==> config.mk <==
export PLATFORM = sky130hd
export DESIGN_NAME = ifm_emulator
export DESIGN_NICKNAME = d
export VERILOG_FILES = /design/src/rtl/ifm_pkg.sv /design/src/rtl/ifm_table.sv /design/src/rtl/ifm_activity.sv /design/src/rtl/ifm_emulator.sv
export SDC_FILE = /design/constraint.sdc
export NUM_CORES = 1
export LEC_CHECK = 0
export ABC_CLOCK_PERIOD_IN_PS = 3050
export BUFFER_PORTS_ARGS = -buffer_cell sky130_fd_sc_hd__buf_2
export CORE_MARGIN = 2
export CORE_UTILIZATION = 50
export CTS_CLUSTER_DIAMETER = 150
export DETAILED_ROUTE_END_ITERATION = 10
export GPL_TIMING_DRIVEN = 0
export PLACE_DENSITY_LB_ADDON = 0.2
export SKIP_CTS_REPAIR_TIMING = 1
export SLEW_MARGIN = 20
export SYNTH_ARGS = -nofsm -noshare
export SYNTH_HDL_FRONTEND = slang
export SYNTH_SLANG_ARGS = --single-unit
export TNS_END_PERCENT = 5
==> constraint.sdc <==
create_clock -name clk -period 3.05 [get_ports clk]
set_clock_uncertainty 0.2 [all_clocks]
set_input_delay 0.1525 -clock clk [delete_from_list [all_inputs] [get_ports clk]]
set_output_delay 0.1525 -clock clk [all_outputs]
set_load 0.005 [all_outputs]
==> src/rtl/ifm_pkg.sv <==
package ifm_pkg;

    localparam int STATE_W = 1;
    localparam int IN_W    = 1;
    localparam int OUT_W   = 1;
    localparam int LFSR_W  = 16;
    localparam int THR_W   = 8;
    localparam int NUM_TBL = 2;

    localparam int ADDR_W  = STATE_W + IN_W;
    localparam int DEPTH   = 1 << ADDR_W;
    localparam int ENTRY_W = STATE_W + OUT_W;

    localparam logic [LFSR_W-1:0] LFSR_TAPS = 16'hB400;
    localparam logic [LFSR_W-1:0] LFSR_SEED = 16'hACE1;

    typedef struct packed {
        logic [STATE_W-1:0] nxt;
        logic [OUT_W-1:0]   out;
    } entry_t;

    typedef enum logic {
        TBL_HEALTHY = 1'b0,
        TBL_FAULTY  = 1'b1
    } tbl_sel_e;

    function automatic logic [LFSR_W-1:0] lfsr_step(input logic [LFSR_W-1:0] s);
        return s[0] ? ((s >> 1) ^ LFSR_TAPS) : (s >> 1);
    endfunction

endpackage

==> src/rtl/ifm_table.sv <==
module ifm_table
    import ifm_pkg::*;
(
    input  logic              clk,
    input  logic              rst,
    input  logic              wr_en,
    input  logic [ADDR_W-1:0] wr_addr,
    input  entry_t            wr_data,
    input  logic [ADDR_W-1:0] rd_addr,
    output entry_t            rd_data
);
    entry_t [DEPTH-1:0] mem;

    // Writes are honoured only while the machine is held in reset.
    always_ff @(posedge clk) begin
        if (rst && wr_en) begin
            mem[wr_addr] <= wr_data;
        end
    end

    assign rd_data = mem[rd_addr];

    // outside reset the contents never change
    p_no_write_running_r2: assert property (@(posedge clk) disable iff (rst)
        1'b1 |=> $stable(mem));

endmodule

==> src/rtl/ifm_activity.sv <==
module ifm_activity
    import ifm_pkg::*;
(
    input  logic             clk,
    input  logic             rst,
    input  logic             advance,
    input  logic [THR_W-1:0] threshold,
    output logic             active
);
    logic [LFSR_W-1:0] lfsr_q;

    always_ff @(posedge clk) begin
        if (rst) begin
            lfsr_q <= LFSR_SEED;
        end else if (advance) begin
            lfsr_q <= lfsr_step(lfsr_q);
        end
    end

    assign active = (lfsr_q[LFSR_W-1 -: THR_W] < threshold);

    // generator never locks up in the all-zero state
    p_lfsr_alive_r6: assert property (@(posedge clk) disable iff (rst)
        1'b1 |=> (lfsr_q != '0));

    // one step per accepted vector only
    p_lfsr_hold_r6: assert property (@(posedge clk) disable iff (rst)
        !advance |=> $stable(lfsr_q));

endmodule

==> src/rtl/ifm_emulator.sv <==
module ifm_emulator
    import ifm_pkg::*;
(
    input  logic               clk,
    input  logic               rst,
    input  logic               load_en,
    input  logic               load_sel,
    input  logic [ADDR_W-1:0]  load_addr,
    input  logic [ENTRY_W-1:0] load_data,
    input  logic [THR_W-1:0]   threshold,
    input  logic               vec_valid,
    input  logic [IN_W-1:0]    vec_in,
    output logic [STATE_W-1:0] state_out,
    output logic [OUT_W-1:0]   z_out,
    output logic               z_valid,
    output logic               fault_active
);
    logic [STATE_W-1:0] state_q;
    logic [ADDR_W-1:0]  rd_addr;
    entry_t             rd_entry [NUM_TBL];
    entry_t             chosen;
    logic               act;
    logic               accept;

    assign accept  = vec_valid && !rst;
    assign rd_addr = {state_q, vec_in};

    for (genvar g = 0; g < NUM_TBL; g++) begin : g_tbl
        ifm_table u_tbl (
            .clk     (clk),
            .rst     (rst),
            .wr_en   (load_en && (load_sel == g[0])),
            .wr_addr (load_addr),
            .wr_data (entry_t'(load_data)),
            .rd_addr (rd_addr),
            .rd_data (rd_entry[g])
        );
    end

    ifm_activity u_act (
        .clk       (clk),
        .rst       (rst),
        .advance   (accept),
        .threshold (threshold),
        .active    (act)
    );

    // One activity draw per vector selects the whole transition.
    always_comb begin
        chosen = act ? rd_entry[TBL_FAULTY] : rd_entry[TBL_HEALTHY];
    end

    always_ff @(posedge clk) begin
        if (rst) begin
            state_q      <= '0;
            z_out        <= '0;
            z_valid      <= 1'b0;
            fault_active <= 1'b0;
        end else begin
            z_valid      <= vec_valid;
            fault_active <= vec_valid && act;
            if (vec_valid) begin
                state_q <= chosen.nxt;
                z_out   <= chosen.out;
            end
        end
    end

    assign state_out = state_q;

    // reset lands in state 0 with no pulses
    p_reset_home_r1: assert property (@(posedge clk)
        rst |=> (state_out == '0) && !z_valid && !fault_active);

    // idle cycles produce no pulse and keep the state
    p_idle_quiet_r7: assert property (@(posedge clk) disable iff (rst)
        !vec_valid |=> !z_valid && !fault_active && $stable(state_out));

    // activity is reported only for a reported vector
    p_active_with_valid_r5: assert property (@(posedge clk) disable iff (rst)
        fault_active |-> z_valid);

    // zero threshold never activates the fault
    p_zero_thr_r6: assert property (@(posedge clk) disable iff (rst)
        (vec_valid && threshold == '0) |=> !fault_active);

endmodule

==> metrics.md, run 1 <==
| Metric | Value |
|---|---|
| Ys flop type | `dfxtp_1` |
| Post-DP HPWL | `2030 um` |
| Initial DRC count | `38` |
| Core area | `3050 um2` |
| Tmin final | `1930 ps` |
| Relative slew margins | `65.3%` |
| First-pass GRT wire length | `4440 um` |
| Initial core utilization | `52.4%` |
| Gr ovfl total | `0` |
| Post-Route WL | `2710 um` |
| Buffer and inverter count on the worst path | `0` |
| Worst-Margin Slew | `515 ps` |
| Worst-Skew Late Latency | `350 ps` |
| # DRC | `0` |
| Proportion of layout cells with a drive suffix above 1 | `21.9%` |
| Hold Crit Class | `primary input to flop` |
| Grt met1 use | `18.1%` |
| Chip Width | `60.6 um` |
| CTS max path bufs | `2` |
| Routability Congestion | `0.794` |
| RSZ-0062 raised after global routing | `no` |
| Max incr delay on CP | `440 ps` |
| Final Hold Fails | `1` |
| Async set-or-reset flop fraction in the synthesized netlist | `0%` |
| Clk sinks | `36` |
| Post-DR wirelength/cell | `12.7 um` |
| Commonest non-fill, non-tap cells in the layout | `buf_2, dfxtp_1, nor2_1` |
| Final net count | `193` |
| Syn Nets | `161` |
| Reg2reg path depth | `5` |
| Root Driver | `clkbuf_4` |
| Routed Antenna Nets | `0` |
| Synthesized cell area | `1600 um2` |
| Vias in the first global route | `1062` |
| Register area share after synthesis | `55.0%` |
| Area contributors post-synth | `edfxtp_1, dfxtp_1, ha_1` |
| Top cell type's share of synthesized area | `30.0%` |
| Met2 usage in global routing | `30.1%` |
| Comb power frac | `12.3%` |
| Sw power | `0.227 mW` |
| CP Launch Type | `flop` |
| Flop-to-flop setup slack | `1120 ps` |
| Setup_tns | `0 ps` |
| CTS buffer count | `5` |
| WHS Path Cells | `3` |
| Die Ht | `60.6 um` |
| Arrival @ worst endpoint | `1960 ps` |
| GR Util All Layers | `17.2%` |
| Commonest non-fill, non-tap cell in the layout | `buf_2` |
| Average size of a mapped cell | `11.8 um2` |
| Via count | `1089` |
| CP required | `3080 ps` |
| Synth unique cells | `31` |
| Lkg Pwr | `0.789 nW` |
| Largest net degree at the start of global routing | `12` |
| Endpoints failing setup | `0` |
| Clock power frac | `32.7%` |
| Pwr Density | `525 nW/um2` |
| CTS tree | `done` |
| Placed cell count | `200` |
| CP max FO | `3` |
| Worst-path clk slew | `110 ps` |
| Final cell count without fillers | `213` |
| Tot Pwr | `0.988 mW` |
| Die area | `3670 um2` |
| Seq pwr share | `54.9%` |
| Crit-path cells | `ha_1 > nand2_1 > o21ai_0 > a2111oi_2 > a2111oi_1` |
| Worst Hold Endpoint | `u_act.lfsr_q[15]$_SDFFE_PP1P_` |
| Internal power | `0.761 mW` |
| Layout area overhead | `17.6%` |
| Rows | `20` |
| Met3 usage | `4.48%` |
| First-pass DRT Iterations | `4` |
| Footprint of the multi-input gates | `647 um2` |
| CP max stage cell | `o21ai_0` |
| Yosys top cell by area | `edfxtp_1` |
| CP Class | `flop to flop` |
| Worst hold start | `vec_valid` |
| Fillcell total | `264` |
| Final Max Tran Viols | `0` |
| Violated checks | `hold timing` |
| Hold WS | `-0.635 ps` |
| H-tree level count | `2` |
| # diodes | `0` |
| Synthesis Warnings | `0` |
| Sw frac | `23.0%` |
| Max-cap violations | `0` |
| Vias per inst | `5.11` |
| Maximum vdd ir drop | `0.310 mV` |
| PortBufs | `20` |
| Max Fclk | `518 MHz` |
| Number of flops mapped to enable cells by yosys | `16` |
| Critical path's top delay family | `compound AO/OA/AOI/OAI gates` |
| Global routing's busiest layer | `met2` |
| Initial antenna violation count | `0` |
| Fin util | `61.6%` |
| I/O pin count | `22` |
| Cells after synthesis | `136` |
| Seq. cell area | `881 um2` |
| Worst r2r src | `u_act.lfsr_q[15]$_SDFFE_PP1P_` |
| Reg-to-reg endpoint | `z_out$_SDFFE_PP0P_` |
| Status | `finished with violations` |
| Fin crit share | `63.3%` |
| Crit. End Element | `flop` |
| #FFs+latches synth | `36` |
==> stage by stage <==
step	area, um2	hold slack (ps)	setup slack (ps)
2_1_floorplan	1600	35.8	1320
3_3_place_gp	1760	235	1200
3_5_place_dp	1760	235	1160
4_1_cts	1830	-133	1130
5_1_grt	1880	7.28	927
6_report	1880	-0.635	1120
==> power by group through the flow <==
stage	clock network [mW]	registers [mW]	logic, mW
floorplan	0	0.550	0.0813
global placement	0	0.553	0.113
detailed placement	0	0.554	0.118
CTS	0.329	0.543	0.119
global route	0.354	0.546	0.139
finish	0.323	0.543	0.122
==> cells in the mapped netlist, types with 2 or more instances <==
cell and instances:
nor2b_1 8, ha_1 7, xnor2_1 3, mux4_2 2, buf_6 3, a211oi_1 3
edfxtp_1 16, inv_1 8, nor2_1 19, mux2i_1 8, nand2_1 7, dfxtp_1 20
a211o_1 8, a21oi_1 4, nor3_1 4
==> worst reg2reg max path: cells and delay by family (launching register included) <==
kind | cells | cell delay (ps)
DFF | 1 | 340
adders and majority gates | 1 | 290
AOI/OAI and AO/OA | 3 | 900
and+or+nand+nor | 1 | 70
==> final cells by class <==
| type | instances | area share (%) |
|---|---|---|
| Inverter | 8 | 1.60 |
| Multi-Input combinational cell | 87 | 34.4 |
| Buffer | 5 | 2.26 |
| Clock buffer | 6 | 2.19 |
| Clock inverter | 2 | 1.86 |
| Timing Repair Buffer | 25 | 7.98 |
| Sequential cell | 36 | 46.8 |
| Tap cell | 44 | 2.93 |
==> cells by family after synthesis <==
| logic type | share of synthesized area, % |
|---|---|
| simple gates | 13.4 |
| flops | 55.0 |
| buf+inv | 4.53 |
| xor+xnor | 1.64 |
| mux | 10.2 |
| compound gates | 9.69 |
| fa+ha+maj | 5.47 |
==> per-layer routing <==
| layer | part of all wire, % | vias to the layer above |
|---|---|---|
| li1 | - | 549 |
| met1 | 43 | 512 |
| met2 | 51 | 19 |
| met3 | 3.5 | 9 |
| met4 | 2.7 | 0 |
| met5 | 0 | - |
==> how the worst max path moves through the flow <==
stage,from,to,slack (ps),cells past startpoint
2_1_floorplan,u_act.lfsr_q[10]$_SDFFE_PP1P_,z_out$_SDFFE_PP0P_,1320,5
3_5_place_dp,u_act.lfsr_q[10]$_SDFFE_PP1P_,z_out$_SDFFE_PP0P_,1160,5
3_3_place_gp,u_act.lfsr_q[10]$_SDFFE_PP1P_,z_out$_SDFFE_PP0P_,1200,5
4_1_cts,u_act.lfsr_q[15]$_SDFFE_PP1P_,z_out$_SDFFE_PP0P_,1130,5
6_report,u_act.lfsr_q[15]$_SDFFE_PP1P_,z_out$_SDFFE_PP0P_,1120,5
5_1_grt,u_act.lfsr_q[15]$_SDFFE_PP1P_,z_out$_SDFFE_PP0P_,930,5
==> sequential cells by signal, summed over array words and instances, names as in the netlist <==
signal	flops
g_tbl.u_tbl.mem	16
u_act.lfsr_q	16
fault_active	1
state_out	1
z_out	1
z_valid	1
Note: power is estimated with default switching activity, not from simulation.
==> inputs of run 2 (changes only) <==
--- a/config.mk
+++ b/config.mk
@@ -5,7 +5,8 @@
 export SDC_FILE = /design/constraint.sdc
 export NUM_CORES = 1
 export LEC_CHECK = 0
-export ABC_CLOCK_PERIOD_IN_PS = 3050
+export ABC_AREA = 1
+export ABC_CLOCK_PERIOD_IN_PS = 1900
 export BUFFER_PORTS_ARGS = -buffer_cell sky130_fd_sc_hd__buf_2
 export CORE_MARGIN = 2
 export CORE_UTILIZATION = 50
==> constraint.sdc (replaced) <==
create_clock -name clk -period 1.9 [get_ports clk]
set_clock_uncertainty 0.2 [all_clocks]
set_input_delay 0.095 -clock clk [delete_from_list [all_inputs] [get_ports clk]]
set_output_delay 0.095 -clock clk [all_outputs]
set_load 0.005 [all_outputs]
==> run 2 against run 1 <==
Net effect: the run now ends clean; non-clock buffer count is 3 higher; combinational power is 76% higher; sequential cell count stayed put; core utilization is 0.29 points higher; critical path type unchanged; critical endpoint is now state_out$_SDFFE_PP0P_.
==> metrics.md, run 2 <==
| Metric | Value |
|---|---|
| Clk sinks | `36` |
| RSZ-0062 raised after global routing | `no` |
| Top cell type's share of synthesized area | `29.7%` |
| Core area | `3050 um2` |
| Layout area overhead | `17.0%` |
| Post-Route WL | `3060 um` |
| Initial antenna violation count | `0` |
| Cells after synthesis | `177` |
| Register area share after synthesis | `54.5%` |
| Final Max Tran Viols | `0` |
| Yosys top cell by area | `edfxtp_1` |
| Tmin final | `1580 ps` |
| Vias per inst | `4.99` |
| Routability Congestion | `0.767` |
| Root Driver | `clkbuf_4` |
| Max-cap violations | `0` |
| CP required | `1980 ps` |
| Reg2reg path depth | `8` |
| Routed Antenna Nets | `0` |
| Largest net degree at the start of global routing | `12` |
| Relative slew margins | `75.6%` |
| CP max FO | `3` |
| Pwr Density | `776 nW/um2` |
| Setup crit start | `u_act.lfsr_q[11]$_SDFFE_PP1P_` |
| # DRC | `0` |
| Ys flop type | `dfxtp_1` |
| CP Launch Type | `flop` |
| Maximum vdd ir drop | `0.530 mV` |
| Die area | `3700 um2` |
| Syn Nets | `202` |
| Top-count cell post-synth | `inv_1` |
| Via count | `1277` |
| I/O pin count | `22` |
| Fin crit share | `83.2%` |
| Worst r2r src | `u_act.lfsr_q[11]$_SDFFE_PP1P_` |
| First-pass DRT Iterations | `4` |
| CTS buffer count | `5` |
| Rows | `20` |
| Crit-path cells | `ha_1 > a21oi_1 > nand2_1 > nand2_1 > nand2_1 > nand2_1 > nand3_2 > a21oi_2` |
| # diodes | `0` |
| Lkg Pwr | `0.851 nW` |
| CP Class | `flop to flop` |
| #FFs+latches synth | `36` |
| H-tree level count | `2` |
| Flop-to-flop setup slack | `320 ps` |
| CP max stage cell | `dfxtp_1` |
| Post-DP HPWL | `2290 um` |
| GR Util All Layers | `19.3%` |
| Max Fclk | `633 MHz` |
| Area contributors post-synth | `edfxtp_1, dfxtp_1, ha_1` |
| Max incr delay on CP | `350 ps` |
| Die Ht | `60.8 um` |
| CP most frequent cell | `nand2_1` |
| Initial core utilization | `52.9%` |
| Worst-Skew Late Latency | `340 ps` |
| First-pass GRT wire length | `5180 um` |
| Number of flops mapped to enable cells by yosys | `16` |
| Endpoints failing setup | `0` |
| Synthesized cell area | `1620 um2` |
| Synthesis Warnings | `0` |
| Crit. End Element | `flop` |
| Worst-path clk slew | `100 ps` |
| CTS tree | `done` |
| Post-DR wirelength/cell | `11.9 um` |
| Hold Crit Class | `primary input to flop` |
| Biggest regs | `g_tbl.u_tbl.mem x16, u_act.lfsr_q x16` |
| Initial DRC count | `43` |
| Reg-to-reg endpoint | `state_out$_SDFFE_PP0P_` |
| Gr ovfl total | `0` |
| Placed cell count | `241` |
| Final cell count without fillers | `256` |
| PortBufs | `20` |
| Setup_tns | `0 ps` |
| Status | `complete, no violations` |
| Worst-Margin Slew | `364 ps` |
| Vias in the first global route | `1231` |
| Arrival @ worst endpoint | `1660 ps` |
| Synth unique cells | `23` |
| Final net count | `236` |
| Setup crit end | `state_out$_SDFFE_PP0P_` |
| Final Hold Fails | `0` |
| Async set-or-reset flop fraction in the synthesized netlist | `0%` |
| Commonest non-fill, non-tap cells in the layout | `inv_1, buf_2, nand2_1` |
| Top cells by count, synth | `inv_1, nand2_1, dfxtp_1, edfxtp_1, o21ai_1` |
| Average size of a mapped cell | `9.13 um2` |
| CTS max path bufs | `2` |
| Proportion of layout cells with a drive suffix above 1 | `20.8%` |
| Chip Width | `60.8 um` |
-- run 2: power by group --
part	switching [mW]	leakage [nW]	internal [mW]	total (mW)
logic	0.121	0.511	0.0943	0.215
registers	0.0249	0.311	0.846	0.871
clock network	0.237	0.0293	0.144	0.381
total	0.383	0.851	1.08	1.47
-- run 2: cell type report --
type	instances	area, um2
fill	282	1160
sequential	36	881
multi-input combinational	106	577
timing repair buffer	27	170
inverter	29	109
tap	44	55.1
buffer	6	48.8
clock buffer	7	45.0
clock inverter	1	5.00
-- run 2: worst min path at each step --
stage / startpoint / end / slack, ps / cells after the start
3_3_place_gp: load_data[1] / g_tbl[0].u_tbl.mem[5]$_DFFE_PP_ / 200 / 1
6_report: load_sel / g_tbl[0].u_tbl.mem[2]$_DFFE_PP_ / 50 / 3
5_1_grt: load_en / g_tbl[0].u_tbl.mem[2]$_DFFE_PP_ / 60 / 3
3_5_place_dp: load_data[1] / g_tbl[0].u_tbl.mem[5]$_DFFE_PP_ / 190 / 1
2_1_floorplan: load_data[0] / g_tbl[0].u_tbl.mem[0]$_DFFE_PP_ / -6 / 0
4_1_cts: load_data[1] / g_tbl[0].u_tbl.mem[1]$_DFFE_PP_ / -170 / 1
-- run 2: cells by family (layout without fill, tap and decap cells) --
group | Yosys count | after routing | synth area share [%]
AOI/OAI and AO/OA | 43 | 43 | 14.8
adders and majority gates | 7 | 7 | 5.42
buffers and inverters | 35 | 70 | 9.76
DFF | 36 | 36 | 54.5
and+or+nand+nor | 56 | 56 | 15.5
-- run 2: through the flow --
stage	hold slack (ps)	instance area (um2)	setup WS, ps	utilization, %	power, mW
6_report	52.3	1890	320	61.9	1.47
5_1_grt	63.8	1890	186	61.9	1.55
4_1_cts	-173	1820	300	59.6	1.47
3_5_place_dp	187	1770	328	58.0	1.10
3_3_place_gp	197	1770	360	58.0	1.08
2_1_floorplan	-6.13	1620	479	-	1.03
-- run 2: worst max-delay path, delay by kind of cell (launching register included) --
family	cells	cell delay, ps
and+or+nand+nor	5	410
adders and majority gates	1	300
DFF	1	350
AOI/OAI and AO/OA	2	270
-- run 2: layer usage --
metal | up-vias | wire length (um) | global-route usage [%]
met4 | 0 | 37 | 5.59
met3 | 6 | 124 | 7.04
met2 | 26 | 1630 | 36.3
met1 | 579 | 1260 | 19.8
li1 | 666 | - | -
met5 | - | 0 | 0
==> inputs of run 3 (changes only) <==
--- a/config.mk
+++ b/config.mk
@@ -6,7 +6,7 @@
 export NUM_CORES = 1
 export LEC_CHECK = 0
 export ABC_AREA = 1
-export ABC_CLOCK_PERIOD_IN_PS = 1900
+export ABC_CLOCK_PERIOD_IN_PS = 1350
 export BUFFER_PORTS_ARGS = -buffer_cell sky130_fd_sc_hd__buf_2
 export CORE_MARGIN = 2
 export CORE_UTILIZATION = 50
==> constraint.sdc (replaced) <==
create_clock -name clk -period 1.35 [get_ports clk]
set_clock_uncertainty 0.2 [all_clocks]
set_input_delay 0.0675 -clock clk [delete_from_list [all_inputs] [get_ports clk]]
set_output_delay 0.0675 -clock clk [all_outputs]
set_load 0.005 [all_outputs]
==> run 3 against run 2 <==
Net effect: die area unchanged; largest power group unchanged; setup slack worse by 480 ps; the flow now finishes with violations (setup timing); critical path type unchanged; design area up 7.2%.
==> metrics.md, run 3 (synthesis gave the netlist of run 2 again) <==
| Metric | Value |
|---|---|
| Worst-Skew Late Latency | `350 ps` |
| Endpoints failing setup | `3` |
| Status | `finished with violations` |
| Vias per inst | `5.03` |
| Gr ovfl total | `0` |
| CP Class | `flop to flop` |
| Initial antenna violation count | `0` |
| Final worst slack | `-162 ps` |
| CTS max path bufs | `2` |
| Tot Pwr | `2.18 mW` |
| CP max FO | `3` |
| Final instance area | `2030 um2` |
| Commonest non-fill, non-tap cells in the layout | `inv_1, buf_2, nand2_1` |
| First-pass GRT wire length | `5010 um` |
| Pwr Density | `1080 nW/um2` |
| CTS buffer count | `5` |
| Crit. End Element | `flop` |
| CTS tree | `done` |
| Core area | `3050 um2` |
| Biggest regs | `g_tbl.u_tbl.mem x16, u_act.lfsr_q x16` |
| CP Launch Type | `flop` |
| # diodes | `0` |
| Setup_tns | `-330 ps` |
| Max Fclk | `661 MHz` |
| GR Util All Layers | `18.9%` |
| Relative slew margins | `76.5%` |
| Layout area overhead | `25.5%` |
| Violated checks | `setup timing` |
| Area after DPL | `1770 um2` |
| Worst-path clk slew | `110 ps` |
| I/O pin count | `22` |
| Largest net degree at the start of global routing | `11` |
| Initial DRC count | `55` |
| Routability Congestion | `0.768` |
| CP required | `1430 ps` |
| RSZ-0062 raised after global routing | `yes` |
| Max-cap violations | `0` |
| Initial core utilization | `52.9%` |
| # DRC | `0` |
| Post-DP HPWL | `2220 um` |
| Post-Route WL | `3230 um` |
| Worst-Margin Slew | `351 ps` |
| Vias in the first global route | `1224` |
| Die Ht | `60.8 um` |
| Sw power | `0.565 mW` |
| Hold Crit Class | `primary input to flop` |
| H-tree level count | `2` |
| Final net count | `240` |
| Chip Width | `60.8 um` |
| Rows | `20` |
| Root Driver | `clkbuf_4` |
| Comb power frac | `16.2%` |
| Fin crit share | `112%` |
| Maximum vdd ir drop | `0.738 mV` |
| Routed Antenna Nets | `0` |
| Tmin final | `1510 ps` |
| Final Hold Fails | `0` |
| Internal power | `1.62 mW` |
| Post-Place Setup Slack | `-208 ps` |
| Clk sinks | `36` |
| Lkg Pwr | `0.875 nW` |
| Sw frac | `25.9%` |
| Final Max Tran Viols | `0` |
| First-pass DRT Iterations | `4` |
| Proportion of layout cells with a drive suffix above 1 | `30.1%` |
| PortBufs | `20` |
| Die area | `3700 um2` |
| Via count | `1309` |
| Clock power frac | `27.2%` |
| Seq pwr share | `56.6%` |
| Arrival @ worst endpoint | `1590 ps` |
| Post-DR wirelength/cell | `12.4 um` |
run 3: layout make-up:
type / count / area, um2
multi-input cells: 106 / 661
inverters: 29 / 109
repair buffers: 31 / 205
fillers: 269 / 1030
clock buffers: 8 / 58.8
well taps: 44 / 55.1
plain buffers: 6 / 48.8
flip-flops and latches: 36 / 890
run 3: worst paths after layout:
check,cells after the start,startpoint,slack [ps],end
hold reg to reg,2,u_act.lfsr_q[5]$_SDFFE_PP1P_,260,u_act.lfsr_q[4]$_SDFFE_PP0P_
setup / recovery,8,u_act.lfsr_q[11]$_SDFFE_PP1P_,-160,z_out$_SDFFE_PP0P_
setup reg to reg,8,u_act.lfsr_q[11]$_SDFFE_PP1P_,-160,z_out$_SDFFE_PP0P_
hold / removal,3,load_sel,20,g_tbl[1].u_tbl.mem[0]$_DFFE_PP_
run 3: metal layers:
layer | up-vias | GRT usage (%) | routed length (um)
met5 | - | 0 | 0
met4 | 0 | 8.07 | 49
met3 | 5 | 6.40 | 143
met2 | 32 | 35.5 | 1750
met1 | 603 | 18.8 | 1290
li1 | 669 | - | -
run 3: worst max-delay path, cell delays in order (launching register included):
cell and delay (ps):
dfxtp_2 380, ha_4 210, a21oi_2 140, nand2_1 90, nand2_2 90, nand2_2 70
nand2_1 80, nand3_2 60, a21oi_2 120
run 3: power groups by stage:
stage | Sequential [mW] | Combinational [mW] | Clock (mW)
6_report | 1.23 | 0.353 | 0.593
2_1_floorplan | 1.24 | 0.200 | 0
4_1_cts | 1.23 | 0.289 | 0.594
3_5_place_dp | 1.25 | 0.288 | 0
5_1_grt | 1.24 | 0.397 | 0.663
3_3_place_gp | 1.25 | 0.276 | 0
run 3: per-stage QoR:
| stage | utilization [%] | hold WS [ps] | std cells |
|---|---|---|---|
| 2_1_floorplan | - | -33.6 | 177 |
| 3_3_place_gp | 58.0 | 170 | 241 |
| 3_5_place_dp | 58.0 | 160 | 241 |
| 4_1_cts | 59.9 | -189 | 249 |
| 5_1_grt | 66.4 | 36.8 | 260 |
| 6_report | 66.4 | 16.4 | 260 |
